### config.mk
export PLATFORM = sky130hd
export DESIGN_NAME = ptmr_top
export DESIGN_NICKNAME = d
export VERILOG_FILES = /design/src/rtl/ptmr_pkg.sv /design/src/rtl/ptmr_regs.sv /design/src/rtl/ptmr_src.sv /design/src/rtl/ptmr_prescale.sv /design/src/rtl/ptmr_count.sv /design/src/rtl/ptmr_top.sv
export SDC_FILE = /design/constraint.sdc
export NUM_CORES = 1
export LEC_CHECK = 0
export BUFFER_PORTS_ARGS = -buffer_cell sky130_fd_sc_hd__buf_2
export CAP_MARGIN = 5
export CORE_MARGIN = 2
export CORE_UTILIZATION = 43
export CTS_BUF_LIST = sky130_fd_sc_hd__clkbuf_8
export DETAILED_ROUTE_END_ITERATION = 12
export PLACE_DENSITY_LB_ADDON = 0.08
export SYNTH_ARGS = -nofsm -noshare
export SYNTH_HDL_FRONTEND = slang
export SYNTH_SLANG_ARGS = --single-unit
### constraint.sdc
create_clock -name clk -period 2.6 [get_ports clk]
set_input_delay 0.26 -clock clk [delete_from_list [all_inputs] [get_ports clk]]
set_output_delay 0.26 -clock clk [all_outputs]
set_load 0.005 [all_outputs]
### src/rtl/ptmr_pkg.sv
package ptmr_pkg;

   typedef enum logic [1:0] {
      SRC_CLK  = 2'b00,
      SRC_EDGE = 2'b01,
      SRC_GATE = 2'b10,
      SRC_RSV  = 2'b11
   } src_e;

   localparam logic [1:0] A_START = 2'd0;
   localparam logic [1:0] A_DIV   = 2'd1;
   localparam logic [1:0] A_CTL   = 2'd2;

   localparam int CB_EN      = 0;
   localparam int CB_RESTART = 1;
   localparam int CB_CONT    = 2;
   localparam int CB_SRC     = 3;
   localparam int CTL_BITS   = 5;

   typedef struct packed {
      logic en;
      logic restart;
      logic cont;
      src_e src;
   } ctl_t;

endpackage

### src/rtl/ptmr_regs.sv
module ptmr_regs
   import ptmr_pkg::*;
#(
   parameter int CNT_W = 8,
   parameter int PRE_W = 6
) (
   input  logic             clk,
   input  logic             rst_n,
   input  logic             wr_en,
   input  logic [1:0]       wr_addr,
   input  logic [CNT_W-1:0] wr_data,
   output logic [CNT_W-1:0] start_hold,
   output logic [PRE_W-1:0] div_hold,
   output logic             ctl_we,
   output ctl_t             ctl_wr,
   output logic             cont_q,
   output src_e             src_q
);

   assign ctl_we          = wr_en && (wr_addr == A_CTL);
   assign ctl_wr.en       = wr_data[CB_EN];
   assign ctl_wr.restart  = wr_data[CB_RESTART];
   assign ctl_wr.cont     = wr_data[CB_CONT];
   assign ctl_wr.src      = src_e'(wr_data[CB_SRC+1:CB_SRC]);

   always_ff @(posedge clk) begin
      if (!rst_n) begin
         start_hold <= '0;
         div_hold   <= '0;
         cont_q     <= 1'b0;
         src_q      <= SRC_CLK;
      end else if (wr_en) begin
         if (wr_addr == A_START) start_hold <= wr_data;
         if (wr_addr == A_DIV)   div_hold   <= wr_data[PRE_W-1:0];
         if (ctl_we) begin
            cont_q <= ctl_wr.cont;
            src_q  <= ctl_wr.src;
         end
      end
   end

endmodule

### src/rtl/ptmr_src.sv
module ptmr_src
   import ptmr_pkg::*;
#(
   parameter int SYNC_STAGES = 2
) (
   input  logic clk,
   input  logic rst_n,
   input  logic run,
   input  src_e src,
   input  logic ext_in,
   output logic event_o
);

   logic [SYNC_STAGES-1:0] sync_q;
   logic                   ext_s;
   logic                   prev_q;
   logic                   rise;

   generate
      if (SYNC_STAGES == 1) begin : g_one
         always_ff @(posedge clk) begin
            if (!rst_n) sync_q <= '0;
            else        sync_q <= ext_in;
         end
      end else begin : g_chain
         always_ff @(posedge clk) begin
            if (!rst_n) sync_q <= '0;
            else        sync_q <= {sync_q[SYNC_STAGES-2:0], ext_in};
         end
      end
   endgenerate

   assign ext_s = sync_q[SYNC_STAGES-1];

   always_ff @(posedge clk) begin
      if (!rst_n) prev_q <= 1'b0;
      else        prev_q <= ext_s;
   end

   assign rise = ext_s && !prev_q;

   always_comb begin
      unique case (src)
         SRC_EDGE: event_o = run && rise;
         SRC_GATE: event_o = run && ext_s;
         default:  event_o = run;
      endcase
   end

   p_gate_low_r11: assert property (@(posedge clk) disable iff (!rst_n)
      (src == SRC_GATE && !ext_s) |-> !event_o);

   p_edge_once_r10: assert property (@(posedge clk) disable iff (!rst_n)
      (src == SRC_EDGE && event_o) |=> !(src == SRC_EDGE && event_o));

endmodule

### src/rtl/ptmr_prescale.sv
module ptmr_prescale #(
   parameter int PRE_W = 6
) (
   input  logic             clk,
   input  logic             rst_n,
   input  logic             load_i,
   input  logic [PRE_W-1:0] div_i,
   input  logic             event_i,
   output logic             tick_o
);

   localparam logic [PRE_W-1:0] ONE = PRE_W'(1);

   logic [PRE_W-1:0] div_w;
   logic [PRE_W-1:0] ph_q;

   assign tick_o = event_i && (ph_q == ONE);

   always_ff @(posedge clk) begin
      if (!rst_n) begin
         div_w <= '0;
         ph_q  <= '0;
      end else if (load_i) begin
         div_w <= div_i;
         ph_q  <= div_i;
      end else if (event_i) begin
         if (ph_q == ONE) ph_q <= div_w;
         else             ph_q <= ph_q - ONE;
      end
   end

   p_phase_idle_r6: assert property (@(posedge clk) disable iff (!rst_n)
      (!event_i && !load_i) |=> $stable(ph_q));

endmodule

### src/rtl/ptmr_count.sv
module ptmr_count #(
   parameter int CNT_W = 8
) (
   input  logic             clk,
   input  logic             rst_n,
   input  logic             ctl_we,
   input  logic             ctl_en,
   input  logic             ctl_restart,
   input  logic             cont,
   input  logic [CNT_W-1:0] start_hold,
   input  logic             tick_i,
   output logic [CNT_W-1:0] cnt_q,
   output logic             run_q,
   output logic             irq_q,
   output logic             restart_o,
   output logic             reload_o
);

   localparam logic [CNT_W-1:0] ONE = CNT_W'(1);

   logic expire;

   assign restart_o = ctl_we && ctl_restart;
   assign expire    = tick_i && !restart_o && (cnt_q == ONE);
   assign reload_o  = expire && cont;

   always_ff @(posedge clk) begin
      if (!rst_n) begin
         cnt_q <= '0;
         run_q <= 1'b0;
         irq_q <= 1'b0;
      end else begin
         irq_q <= expire;
         if (restart_o)
            cnt_q <= start_hold;
         else if (tick_i) begin
            if (cnt_q == ONE) cnt_q <= cont ? start_hold : '0;
            else              cnt_q <= cnt_q - ONE;
         end
         if (ctl_we)
            run_q <= ctl_en;
         else if (expire && !cont)
            run_q <= 1'b0;
      end
   end

   p_irq_from_one_r9: assert property (@(posedge clk) disable iff (!rst_n)
      irq_q |-> ($past(cnt_q) == ONE));

   p_single_stop_r7: assert property (@(posedge clk) disable iff (!rst_n)
      (tick_i && cnt_q == ONE && !cont && !ctl_we) |=> (!run_q && cnt_q == '0 && irq_q));

   p_cont_reload_r8: assert property (@(posedge clk) disable iff (!rst_n)
      (tick_i && cnt_q == ONE && cont && !ctl_we) |=> (run_q && irq_q && cnt_q == $past(start_hold)));

   p_hold_idle_r6: assert property (@(posedge clk) disable iff (!rst_n)
      (!tick_i && !ctl_we) |=> $stable(cnt_q));

   p_restart_r4: assert property (@(posedge clk) disable iff (!rst_n)
      (ctl_we && ctl_restart) |=> (cnt_q == $past(start_hold)));

   p_run_fall_r7: assert property (@(posedge clk) disable iff (!rst_n)
      $fell(run_q) |-> $past(ctl_we || (tick_i && !cont)));

endmodule

### src/rtl/ptmr_top.sv
module ptmr_top
   import ptmr_pkg::*;
#(
   parameter int CNT_W       = 8,
   parameter int PRE_W       = 6,
   parameter int SYNC_STAGES = 2
) (
   input  logic             clk,
   input  logic             rst_n,
   input  logic             wr_en,
   input  logic [1:0]       wr_addr,
   input  logic [CNT_W-1:0] wr_data,
   input  logic             ext_in,
   output logic [CNT_W-1:0] count_o,
   output logic             irq_o
);

   generate
      if (CNT_W < CTL_BITS) begin : g_bad_cnt
         $error("ptmr_top: CNT_W must hold the control field");
      end
      if (PRE_W < 1 || PRE_W > CNT_W) begin : g_bad_pre
         $error("ptmr_top: PRE_W must be 1..CNT_W");
      end
      if (SYNC_STAGES < 1) begin : g_bad_sync
         $error("ptmr_top: SYNC_STAGES must be at least 1");
      end
   endgenerate

   logic [CNT_W-1:0] start_hold;
   logic [PRE_W-1:0] div_hold;
   logic             ctl_we;
   ctl_t             ctl_wr;
   logic             cont_q;
   src_e             src_q;
   logic             run_q;
   logic             ev;
   logic             tick;
   logic             restart;
   logic             reload;

   ptmr_regs #(.CNT_W(CNT_W), .PRE_W(PRE_W)) u_regs (
      .clk        (clk),
      .rst_n      (rst_n),
      .wr_en      (wr_en),
      .wr_addr    (wr_addr),
      .wr_data    (wr_data),
      .start_hold (start_hold),
      .div_hold   (div_hold),
      .ctl_we     (ctl_we),
      .ctl_wr     (ctl_wr),
      .cont_q     (cont_q),
      .src_q      (src_q)
   );

   ptmr_src #(.SYNC_STAGES(SYNC_STAGES)) u_src (
      .clk     (clk),
      .rst_n   (rst_n),
      .run     (run_q),
      .src     (src_q),
      .ext_in  (ext_in),
      .event_o (ev)
   );

   ptmr_prescale #(.PRE_W(PRE_W)) u_pre (
      .clk     (clk),
      .rst_n   (rst_n),
      .load_i  (restart || reload),
      .div_i   (div_hold),
      .event_i (ev),
      .tick_o  (tick)
   );

   ptmr_count #(.CNT_W(CNT_W)) u_cnt (
      .clk         (clk),
      .rst_n       (rst_n),
      .ctl_we      (ctl_we),
      .ctl_en      (ctl_wr.en),
      .ctl_restart (ctl_wr.restart),
      .cont        (cont_q),
      .start_hold  (start_hold),
      .tick_i      (tick),
      .cnt_q       (count_o),
      .run_q       (run_q),
      .irq_q       (irq_o),
      .restart_o   (restart),
      .reload_o    (reload)
   );

   p_no_tick_stopped_r7: assert property (@(posedge clk) disable iff (!rst_n)
      !run_q |-> !tick);

endmodule

==> metrics.cfg, run 1 <==
[grt]
grt_pass1_vias=1596
track_usage_pct=19.4
grt_max_degree=27
grt_pass1_wl_um=7850
antenna_found_initial=0
grt-ovfl-total=0

[worst_setup_path]
reg2reg_setup_slack_ns=0.32
r2r_cells=7
max_stage_delay_ns=0.46
path_max_fanout=9
crit_chain=inv_1, ha_1, or3b_2, o211ai_1, o31a_1, nand2_1, o21ai_1
critPathLaunch=u_regs.src_q[0]$_SDFFE_PN0P_
timing.rr.end=u_pre.ph_q[4]$_SDFFE_PN0P_
r2r_start=u_regs.src_q[0]$_SDFFE_PN0P_
cp_slowest_cell=or3b_2
required_ns=2.83
cp-start-kind=flip-flop
end_kind=flip-flop
worst_setup_path_endpoint=u_pre.ph_q[4]$_SDFFE_PN0P_
critPathArrivalTime_ns=2.52
path_class=reg2reg

[drt]
drtIter0Drc=141
avgRoutedWirePerCell_um=15.0
dr_wl_met2_um=2000
dr.pass1.iters=4
drc=0
m1WireLength_um=2410
vias=1744
dr_wl_met3_um=175
drt_wl_total_um=4650
viasPerCell=5.63
postRouteAntennaNets=0
top_layer=met4

[clock_network]
post_cts_resized=0
h-tree-depth=2
clk_pin_slew_ns=0.08
cts.sinks=42
cts_buffers=5
clk_root_buffer_cell=clkbuf_8
cts_tree=yes
cts_buffer_depth=2
postCtsHoldBufs=0
clk_latency_ns=0.30
post_cts_buffers=0

[synth]
synthCells=233
syn_nets=252
ys_seq_area_share_pct=41.5
netlist.area_leader.share_pct=41.5
synthTopCellsByCount=dfxtp_1 (42), nand2_1 (32), nor2_1 (18), mux2i_1 (15), a21oi_1 (12)
syn_area_per_cell_um2=8.69
yosysWarningCount=0
synth_edf_count=0
netlist_top_cells_area=dfxtp_1 (42%), mux2i_1 (7.4%), nand2_1 (5.9%)
ys_types=52
async_flop_share_pct=0
netlist_area_mm2=0.00202
yosysMostFrequentCell=dfxtp_1
ys_ff_latch=42
synth_flop_cell=dfxtp_1
yosys.area.top_type=dfxtp_1

[sta]
finalSetupTns_ns=0
max_freq_mhz=438
fin_crit_sh_pct=87.9
relSlewSlack_pct=59.6
rsz0062_at_grt=false
setup_violations=0
fin_skew_ns=0.00741
tightest_slew_ns=0.603
hold_violations=0
slew_viol_final=0
fin_crit_ns=2.28

[layout]
n_antenna_cell=0
n_fill_cell=460
nNetsFinal=276
syn2layout_area_growth_pct=13.4
regArea_um2=841
multi_input_area_mm2=0.00109
drive_above_1_share_pct=18.6

[power]
vdd_drop_max_mv=0.293
totalPowerFinal_mw=1.31
p_per_area_mw_per_mm2=570
p_leak_nw=0.912

[floorplanning]
die_w_um=72.6
core_mm2=0.00444
core.rowCount=24
die-area_mm2=0.00527
io_pins=23
die_h_um=72.6
initial_core_util_pct=45.6

[status]
status=finished, final reports clean

[placement]
post-dp-hpwl_um=3420
gp_congestion=0.770
io_buffers=22

[run]
maxCapViolations=0

[worst_hold_path]
hold_path.class=in2reg

-- kinds of logic after synthesis --
group | after synthesis | share of synthesized area [%]
adders and majority gates | 5 | 3.09
xor gates and xnor gates | 3 | 1.30
and+or+nand+nor | 88 | 21.4
AOI/OAI and AO/OA | 60 | 20.7
buffers and inverters | 20 | 4.51
muxes | 15 | 7.42
DFF | 42 | 41.5
-- sequential cells by signal, indices dropped and copies added, names as in the netlist --
name               cells
u_cnt.run_q            1
u_regs.start_hold      8
u_pre.div_w            6
u_regs.cont_q          1
u_cnt.irq_q            1
u_src.prev_q           1
u_pre.ph_q             6
u_regs.div_hold        6
u_cnt.cnt_q            8
u_regs.src_q           2
u_src.sync_q           2
-- through the flow --
step / utilization, % / setup WS [ns] / instances / hold slack, ns / instance area, um^2
2_1_floorplan: - / 0.542 / 233 / 0.387 / 2020
3_3_place_gp: 49.2 / 0.433 / 302 / 0.416 / 2190
3_5_place_dp: 49.2 / 0.349 / 302 / 0.422 / 2190
4_1_cts: 51.7 / 0.327 / 310 / 0.171 / 2300
5_1_grt: 51.7 / 0.133 / 310 / 0.186 / 2300
6_report: 51.7 / 0.315 / 310 / 0.175 / 2300
-- power breakdown --
group / leakage [nW] / internal (mW) / switching, mW
registers: 0.341 / 0.660 / 0.0146
clock network: 0.0579 / 0.283 / 0.231
logic: 0.513 / 0.0497 / 0.0694
total: 0.912 / 0.993 / 0.315
-- worst max-delay path, delay by kind of cell, from the launching register on --
kind            cells  cell delay (ns)
compound gates      3             0.89
fa+ha+maj           1             0.31
buf+inv             1             0.04
flops               1             0.33
simple gates        2             0.65
-- final cells by class --
cell class                      count  area share, %
Inverter                            9           1.47
Sequential cell                    42           36.6
Tap cell                           52           2.83
Clock inverter                      3           1.74
Multi-Input combinational cell    171           47.6
Clock buffer                        5           3.00
Timing Repair Buffer               28           6.76
-- cells in the final DEF (no fill, tap or decap), drive strengths merged, types with 4 or more instances in the layout --
master	count
a21oi	16
a31oi	4
and2	5
buf	28
clkbuf	5
dfxtp	42
ha	5
inv	8
mux2i	15
nand2	33
nand3	7
nor2	19
nor3	8
o21a	4
o21ai	9
o22ai	6
-- metal layers --
layer | up-vias | track usage (%)
met4 | 0 | 6.79
met1 | 816 | 28.2
li1 | 876 | -
met3 | 6 | 4.14
met2 | 46 | 28.4
met5 | - | 0
-- worst min path at each step --
stage                               startpoint                          to  cells past startpoint
CTS                                     ext_in  u_src.sync_q[0]$_SDFF_PN0_                      2
finish                                  ext_in  u_src.sync_q[0]$_SDFF_PN0_                      2
floorplan                               ext_in  u_src.sync_q[0]$_SDFF_PN0_                      1
detailed placement  u_src.sync_q[0]$_SDFF_PN0_  u_src.sync_q[1]$_SDFF_PN0_                      1
global placement    u_src.sync_q[0]$_SDFF_PN0_  u_src.sync_q[1]$_SDFF_PN0_                      1
global route                            ext_in  u_src.sync_q[0]$_SDFF_PN0_                      2
(Power assumes the default switching activity.)
==> inputs of run 2 (changes only) <==
--- a/config.mk
+++ b/config.mk
@@ -11,6 +11,7 @@
 export CORE_UTILIZATION = 43
 export CTS_BUF_LIST = sky130_fd_sc_hd__clkbuf_8
 export DETAILED_ROUTE_END_ITERATION = 12
+export GPL_TIMING_DRIVEN = 0
 export PLACE_DENSITY_LB_ADDON = 0.08
 export SYNTH_ARGS = -nofsm -noshare
 export SYNTH_HDL_FRONTEND = slang
==> constraint.sdc (replaced) <==
create_clock -name clk -period 2.4 [get_ports clk]
set_input_delay 0.24 -clock clk [delete_from_list [all_inputs] [get_ports clk]]
set_output_delay 0.24 -clock clk [all_outputs]
set_load 0.005 [all_outputs]
==> metrics.cfg, run 2 (synthesized netlist as in run 1, its figures left out) <==
[status]
status=finished, final reports clean  ; unchanged

[power]
pwr-share-comb_pct=9.3  ; was 9.1%
switchingPower_mw=0.334  ; was 0.315 mW
p_per_area_mw_per_mm2=622  ; was 570 mW/mm^2
p_leak_nw=0.903  ; was 0.912 nW
vdd_drop_max_mv=0.315  ; was 0.293 mV
seq_power_share_pct=50.9  ; was 51.6%
p_sw_share_pct=23.3  ; was 24.1%
totalPowerFinal_mw=1.44  ; was 1.31 mW
power_frac_clock_pct=39.8  ; was 39.3%
internal_power_mw=1.10  ; was 0.993 mW

[placement]
gp_congestion=0.793  ; was 0.770
io_buffers=21  ; was 22
pre_cts_ws_ns=-0.0543  ; was 0.349 ns
post-dp-hpwl_um=3500  ; was 3420 um

[worst_setup_path]
cp_slowest_cell=or3b_2  ; unchanged
r2r_start=u_regs.src_q[0]$_SDFFE_PN0P_  ; unchanged
critPathArrivalTime_ns=2.45  ; was 2.52 ns
crit_chain=inv_1, ha_1, or3b_2, o211a_1, clkbuf_1, a21oi_2, a221oi_1, a211oi_1  ; was inv_1, ha_1, or3b_2, o211ai_1, o31a_1, nand2_1, o21ai_1
required_ns=2.60  ; was 2.83 ns
max_stage_delay_ns=0.46  ; about the same
path_buf_inv=2  ; was 1
cp-start-kind=flip-flop  ; unchanged
path_class=reg2reg  ; unchanged
end_kind=flip-flop  ; unchanged
path_max_fanout=9  ; unchanged
critPathLaunch=u_regs.src_q[0]$_SDFFE_PN0P_  ; unchanged
cpLargestDelayFamily=compound AO/OA/AOI/OAI gates  ; unchanged

[layout]
drive_above_1_share_pct=17.3  ; was 18.6%
final_core_util_pct=52.0  ; was 51.7%
n_antenna_cell=0  ; unchanged
final_common_cell=dfxtp_1  ; unchanged
top_regs=u_cnt.cnt_q x8, u_regs.start_hold x8  ; unchanged
layout_common_cells=dfxtp_1 (42), nand2_1 (32), buf_2 (21)  ; was dfxtp_1 (42), nand2_1 (32), buf_2 (22)
nNetsFinal=279  ; was 276
syn2layout_area_growth_pct=14.2  ; was 13.4%
n_fill_cell=426  ; was 460

[floorplanning]
core_mm2=0.00444  ; unchanged
core.rowCount=24  ; unchanged
die-area_mm2=0.00527  ; unchanged
io_pins=23  ; unchanged
initial_core_util_pct=45.6  ; unchanged
die_w_um=72.6  ; unchanged
die_h_um=72.6  ; unchanged

[drt]
drtIter0Drc=113  ; was 141
postRouteAntennaNets=0  ; unchanged
viasPerCell=5.62  ; was 5.63
drt_wl_total_um=4890  ; was 4650 um
m1WireLength_um=2500  ; was 2410 um
top_layer=met4  ; unchanged
dr_wl_met3_um=180  ; was 175 um
drc=0  ; unchanged
dr_wl_met2_um=2190  ; was 2000 um
dr.pass1.iters=4  ; unchanged
vias=1753  ; was 1,744
avgRoutedWirePerCell_um=15.7  ; was 15.0 um

[clock_network]
clk_pin_slew_ns=0.08  ; about the same
h-tree-depth=2  ; unchanged
clk_latency_ns=0.29  ; was 0.30 ns
post_cts_buffers=0  ; unchanged
post_cts_resized=0  ; unchanged
cts_buffer_depth=2  ; unchanged
cts_tree=yes  ; unchanged
cts_buffers=5  ; unchanged
clk_root_buffer_cell=clkbuf_8  ; unchanged
cts.sinks=42  ; unchanged
postCtsHoldBufs=0  ; unchanged

[grt]
antenna_found_initial=0  ; unchanged
grt_pass1_vias=1707  ; was 1,596
grt_pass1_wl_um=8400  ; was 7850 um
grt_max_degree=13  ; was 27
grt-ovfl-total=0  ; unchanged
track_usage_pct=20.8  ; was 19.4%

[worst_hold_path]
min_from=ext_in  ; unchanged
hold_path.class=in2reg  ; unchanged

[sta]
holdWs_ns=0.151  ; was 0.175 ns
fin_skew_ns=0.00622  ; was 0.00741 ns
tightest_slew_ns=0.633  ; was 0.603 ns
hold_violations=0  ; unchanged
fin_crit_sh_pct=93.6  ; was 87.9%
max_freq_mhz=445  ; was 438 MHz
relSlewSlack_pct=57.8  ; was 59.6%
setup_violations=0  ; unchanged
setup_slack_ns=0.153  ; was 0.315 ns
fin_crit_ns=2.25  ; was 2.28 ns
finalSetupTns_ns=0  ; unchanged
rsz0062_at_grt=false  ; unchanged
slew_viol_final=0  ; unchanged

[run]
maxCapViolations=0  ; unchanged

[run 2: changes by cell type in the layout (fill, tap and decap cells not counted), sizes merged]
cell,before,now
clkbuf,5,11
buf,28,26
clkinv,3,1
[run 2: final timing paths]
path                            endpoint  slack (ns)  cells after the start
max          u_cnt.cnt_q[1]$_SDFFE_PN0P_        0.15                      8
max reg2reg  u_cnt.cnt_q[1]$_SDFFE_PN0P_        0.15                      8
min           u_src.sync_q[0]$_SDFF_PN0_        0.15                      2
min reg2reg   u_src.sync_q[1]$_SDFF_PN0_        0.44                      1
[run 2: per-stage QoR]
step | area [um^2] | cells
finish | 2310 | 312
global route | 2310 | 312
CTS | 2300 | 312
detailed placement | 2190 | 306
global placement | 2190 | 306
floorplan | 2020 | 233
[run 2: layout make-up]
class / count / area (um^2) / area share (%)
clock inverter: 1 / 30.0 / 1.30
sequential: 42 / 841 / 36.4
inverter: 9 / 33.8 / 1.46
clock buffer: 6 / 82.6 / 3.57
timing repair buffer: 21 / 105 / 4.55
multi-input combinational: 171 / 1100 / 47.5
buffer: 10 / 56.3 / 2.44
tap: 52 / 65.1 / 2.82
[run 2: per-layer routing]
| metal | vias up | track usage (%) |
|---|---|---|
| met5 | - | 0 |
| met2 | 39 | 31.8 |
| met1 | 829 | 29.7 |
| met3 | 2 | 4.56 |
| li1 | 883 | - |
| met4 | 0 | 5.56 |
[run 2: power by group through the flow]
stage / Sequential (mW) / Clock, mW / Combinational [mW]
after global placement: 0.747 / 0 / 0.132
after detailed placement: 0.747 / 0 / 0.133
after floorplan: 0.743 / 0 / 0.0925
after CTS: 0.731 / 0.582 / 0.134
final: 0.731 / 0.572 / 0.134
after global routing: 0.734 / 0.611 / 0.153
[run 2: worst reg2reg max path, cell delays in order (launching register included)]
cell and delay [ns]:
dfxtp_1 0.33, inv_1 0.04, ha_1 0.31, or3b_2 0.46
o211a_1 0.14, clkbuf_1 0.24, a21oi_2 0.34, a221oi_1 0.09
a211oi_1 0.21
==> inputs of run 3 (changes only) <==
--- a/config.mk
+++ b/config.mk
@@ -8,11 +8,12 @@
 export BUFFER_PORTS_ARGS = -buffer_cell sky130_fd_sc_hd__buf_2
 export CAP_MARGIN = 5
 export CORE_MARGIN = 2
-export CORE_UTILIZATION = 43
+export CORE_UTILIZATION = 45
 export CTS_BUF_LIST = sky130_fd_sc_hd__clkbuf_8
 export DETAILED_ROUTE_END_ITERATION = 12
 export GPL_TIMING_DRIVEN = 0
 export PLACE_DENSITY_LB_ADDON = 0.08
+export SETUP_SLACK_MARGIN = 0.4
 export SYNTH_ARGS = -nofsm -noshare
 export SYNTH_HDL_FRONTEND = slang
 export SYNTH_SLANG_ARGS = --single-unit
==> metrics.cfg, run 3 (synthesized netlist as in run 1, its figures left out) <==
[sta]
hold_violations=0  ; unchanged
finalSetupTns_ns=0  ; unchanged
fin_crit_sh_pct=82.5  ; was 93.6%
rsz0062_at_grt=true  ; was false
relSlewSlack_pct=61.4  ; was 57.8%
fin_skew_ns=0.00243  ; was 0.00622 ns
setup_violations=0  ; unchanged
fin_crit_ns=1.98  ; was 2.25 ns
slew_viol_final=0  ; unchanged
max_freq_mhz=505  ; was 445 MHz
setup_slack_ns=0.419  ; was 0.153 ns
tightest_slew_ns=0.579  ; was 0.633 ns

[layout]
multi_input_area_mm2=0.00118  ; was 0.00110 mm^2
syn2layout_area_growth_pct=23.5  ; was 14.2%
layout_common_cells=dfxtp_1 (36), nand2_1 (27), buf_2 (21)  ; was dfxtp_1 (42), nand2_1 (32), buf_2 (21)
nNetsFinal=288  ; was 279
n_antenna_cell=0  ; unchanged
final_core_util_pct=57.4  ; was 52.0%
n_fill_cell=412  ; was 426
drive_above_1_share_pct=27.5  ; was 17.3%
final_common_cell=dfxtp_1  ; unchanged
top_regs=u_cnt.cnt_q x8, u_regs.start_hold x8  ; unchanged
regArea_um2=848  ; was 841 um^2

[worst_hold_path]
min_to=u_src.sync_q[0]$_SDFF_PN0_  ; unchanged
min_from=ext_in  ; unchanged
min_path_cells=2  ; unchanged
hold_path.class=in2reg  ; unchanged

[worst_setup_path]
r2r_start=u_pre.ph_q[2]$_SDFFE_PN0P_  ; was u_regs.src_q[0]$_SDFFE_PN0P_
critPathArrivalTime_ns=2.20  ; was 2.45 ns
cp-start-kind=flip-flop  ; unchanged
required_ns=2.62  ; was 2.60 ns
reg2reg_setup_slack_ns=0.42  ; was 0.15 ns
end_kind=flip-flop  ; unchanged
path_max_fanout=10  ; was 9
path_class=reg2reg  ; unchanged
r2r_cells=7  ; was 8
timing.rr.end=u_pre.ph_q[4]$_SDFFE_PN0P_  ; was u_cnt.cnt_q[1]$_SDFFE_PN0P_

[clock_network]
cts_buffer_depth=2  ; unchanged
cts.sinks=42  ; unchanged
clk_root_buffer_cell=clkbuf_8  ; unchanged
cts_tree=yes  ; unchanged
clk_latency_ns=0.29  ; about the same
clk_pin_slew_ns=0.08  ; about the same
cts_buffers=5  ; unchanged
h-tree-depth=2  ; unchanged

[run]
maxCapViolations=0  ; unchanged

[floorplanning]
die_w_um=71.1  ; was 72.6 um
core_mm2=0.00435  ; was 0.00444 mm^2
die-area_mm2=0.00505  ; was 0.00527 mm^2
core.rowCount=24  ; unchanged
initial_core_util_pct=46.5  ; was 45.6%
die_h_um=71.1  ; was 72.6 um
io_pins=23  ; unchanged

[drt]
avgRoutedWirePerCell_um=15.5  ; was 15.7 um
drc=0  ; unchanged
drtIter0Drc=159  ; was 113
dr.pass1.iters=4  ; unchanged
postRouteAntennaNets=0  ; unchanged
viasPerCell=5.56  ; was 5.62
vias=1786  ; was 1,753
drt_wl_total_um=4980  ; was 4890 um

[grt]
track_usage_pct=21.6  ; was 20.8%
antenna_found_initial=0  ; unchanged
grt_pass1_wl_um=8650  ; was 8400 um
grt-ovfl-total=0  ; unchanged
grt_pass1_vias=1684  ; was 1,707
grt_max_degree=13  ; unchanged

[power]
p_leak_nw=0.988  ; was 0.903 nW
vdd_drop_max_mv=0.325  ; was 0.315 mV
p_per_area_mw_per_mm2=580  ; was 622 mW/mm^2

[placement]
pre_cts_ws_ns=0.154  ; was -0.0543 ns
gp_congestion=0.775  ; was 0.793
io_buffers=21  ; unchanged
post-dp-hpwl_um=3530  ; was 3500 um

[status]
status=finished, final reports clean  ; unchanged

## run 3: cell count changes in the layout (fill, tap and decap cells not counted), moves of 2 or more
| cell | delta |
|---|---|
| buf_4 | +6 |
| dfxtp_1 | -6 |
| dfxtp_2 | +6 |
| nand2_1 | -5 |
| nand2_2 | +4 |
| a21oi_1 | -3 |
| a21oi_2 | +2 |
| ha_1 | -2 |
| nand3_1 | -2 |
| nand3_2 | +2 |
## run 3: critical path, stage by stage (launching register included)
cell	delay, ns
dfxtp_2	0.32
or3_4	0.41
or2_4	0.26
buf_8	0.15
o31ai_4	0.38
buf_6	0.19
nand3_2	0.10
o21ai_1	0.11
## run 3: layer usage
metal  up-vias  part of all wire (%)  track usage [%]
met5         -                     0                0
li1        907                     -                -
met1       831                    49             31.8
met4         0                  0.70             5.03
met3         5                   4.7             4.27
met2        43                    46             32.7
## run 3: worst max path at each step
| stage | from | to | slack, ns |
|---|---|---|---|
| after global routing | u_regs.src_q[0]$_SDFFE_PN0P_ | u_pre.ph_q[4]$_SDFFE_PN0P_ | 0.34 |
| after floorplan | u_regs.src_q[0]$_SDFFE_PN0P_ | u_pre.ph_q[0]$_SDFFE_PN0P_ | 0.41 |
| after detailed placement | u_regs.src_q[0]$_SDFFE_PN0P_ | u_cnt.cnt_q[1]$_SDFFE_PN0P_ | 0.15 |
| after CTS | u_pre.ph_q[2]$_SDFFE_PN0P_ | u_cnt.cnt_q[3]$_SDFFE_PN0P_ | 0.41 |
| final | u_pre.ph_q[2]$_SDFFE_PN0P_ | u_pre.ph_q[4]$_SDFFE_PN0P_ | 0.42 |
| after global placement | u_regs.src_q[0]$_SDFFE_PN0P_ | u_pre.ph_q[2]$_SDFFE_PN0P_ | 0.15 |
## run 3: metrics by stage
step                hold WS [ns]  instances  cell area, um^2  total power [mW]
floorplan                  0.367        233             2030             0.836
global placement           0.414        306             2200             0.878
detailed placement         0.420        306             2200             0.879
CTS                        0.154        319             2450              1.46
global route               0.169        321             2500              1.52
finish                     0.160        321             2500              1.45
## run 3: final cells by class
class                   instances  area share (%)
multi-input cells             171            47.2
flip-flops and latches         42            33.9
repair buffers                 29            7.26
clock buffers                   6            3.30
plain buffers                  11            3.10
well taps                      52            2.60
inverters                       9            1.35
clock inverters                 1            1.20
## run 3: report_power, final
group	internal, mW	leakage (nW)	switching [mW]
combinational	0.0654	0.588	0.0843
clock	0.333	0.0573	0.235
sequential	0.716	0.344	0.0168
total	1.11	0.988	0.336
## run 3: repair_timing
item,4_1_cts,5_1_grt
endpoints found under the setup margin,21,19
pin swaps,5,7
setup buffers,5,2
gates cloned,1,0
hold buffers,0,0
resized for setup,21,12
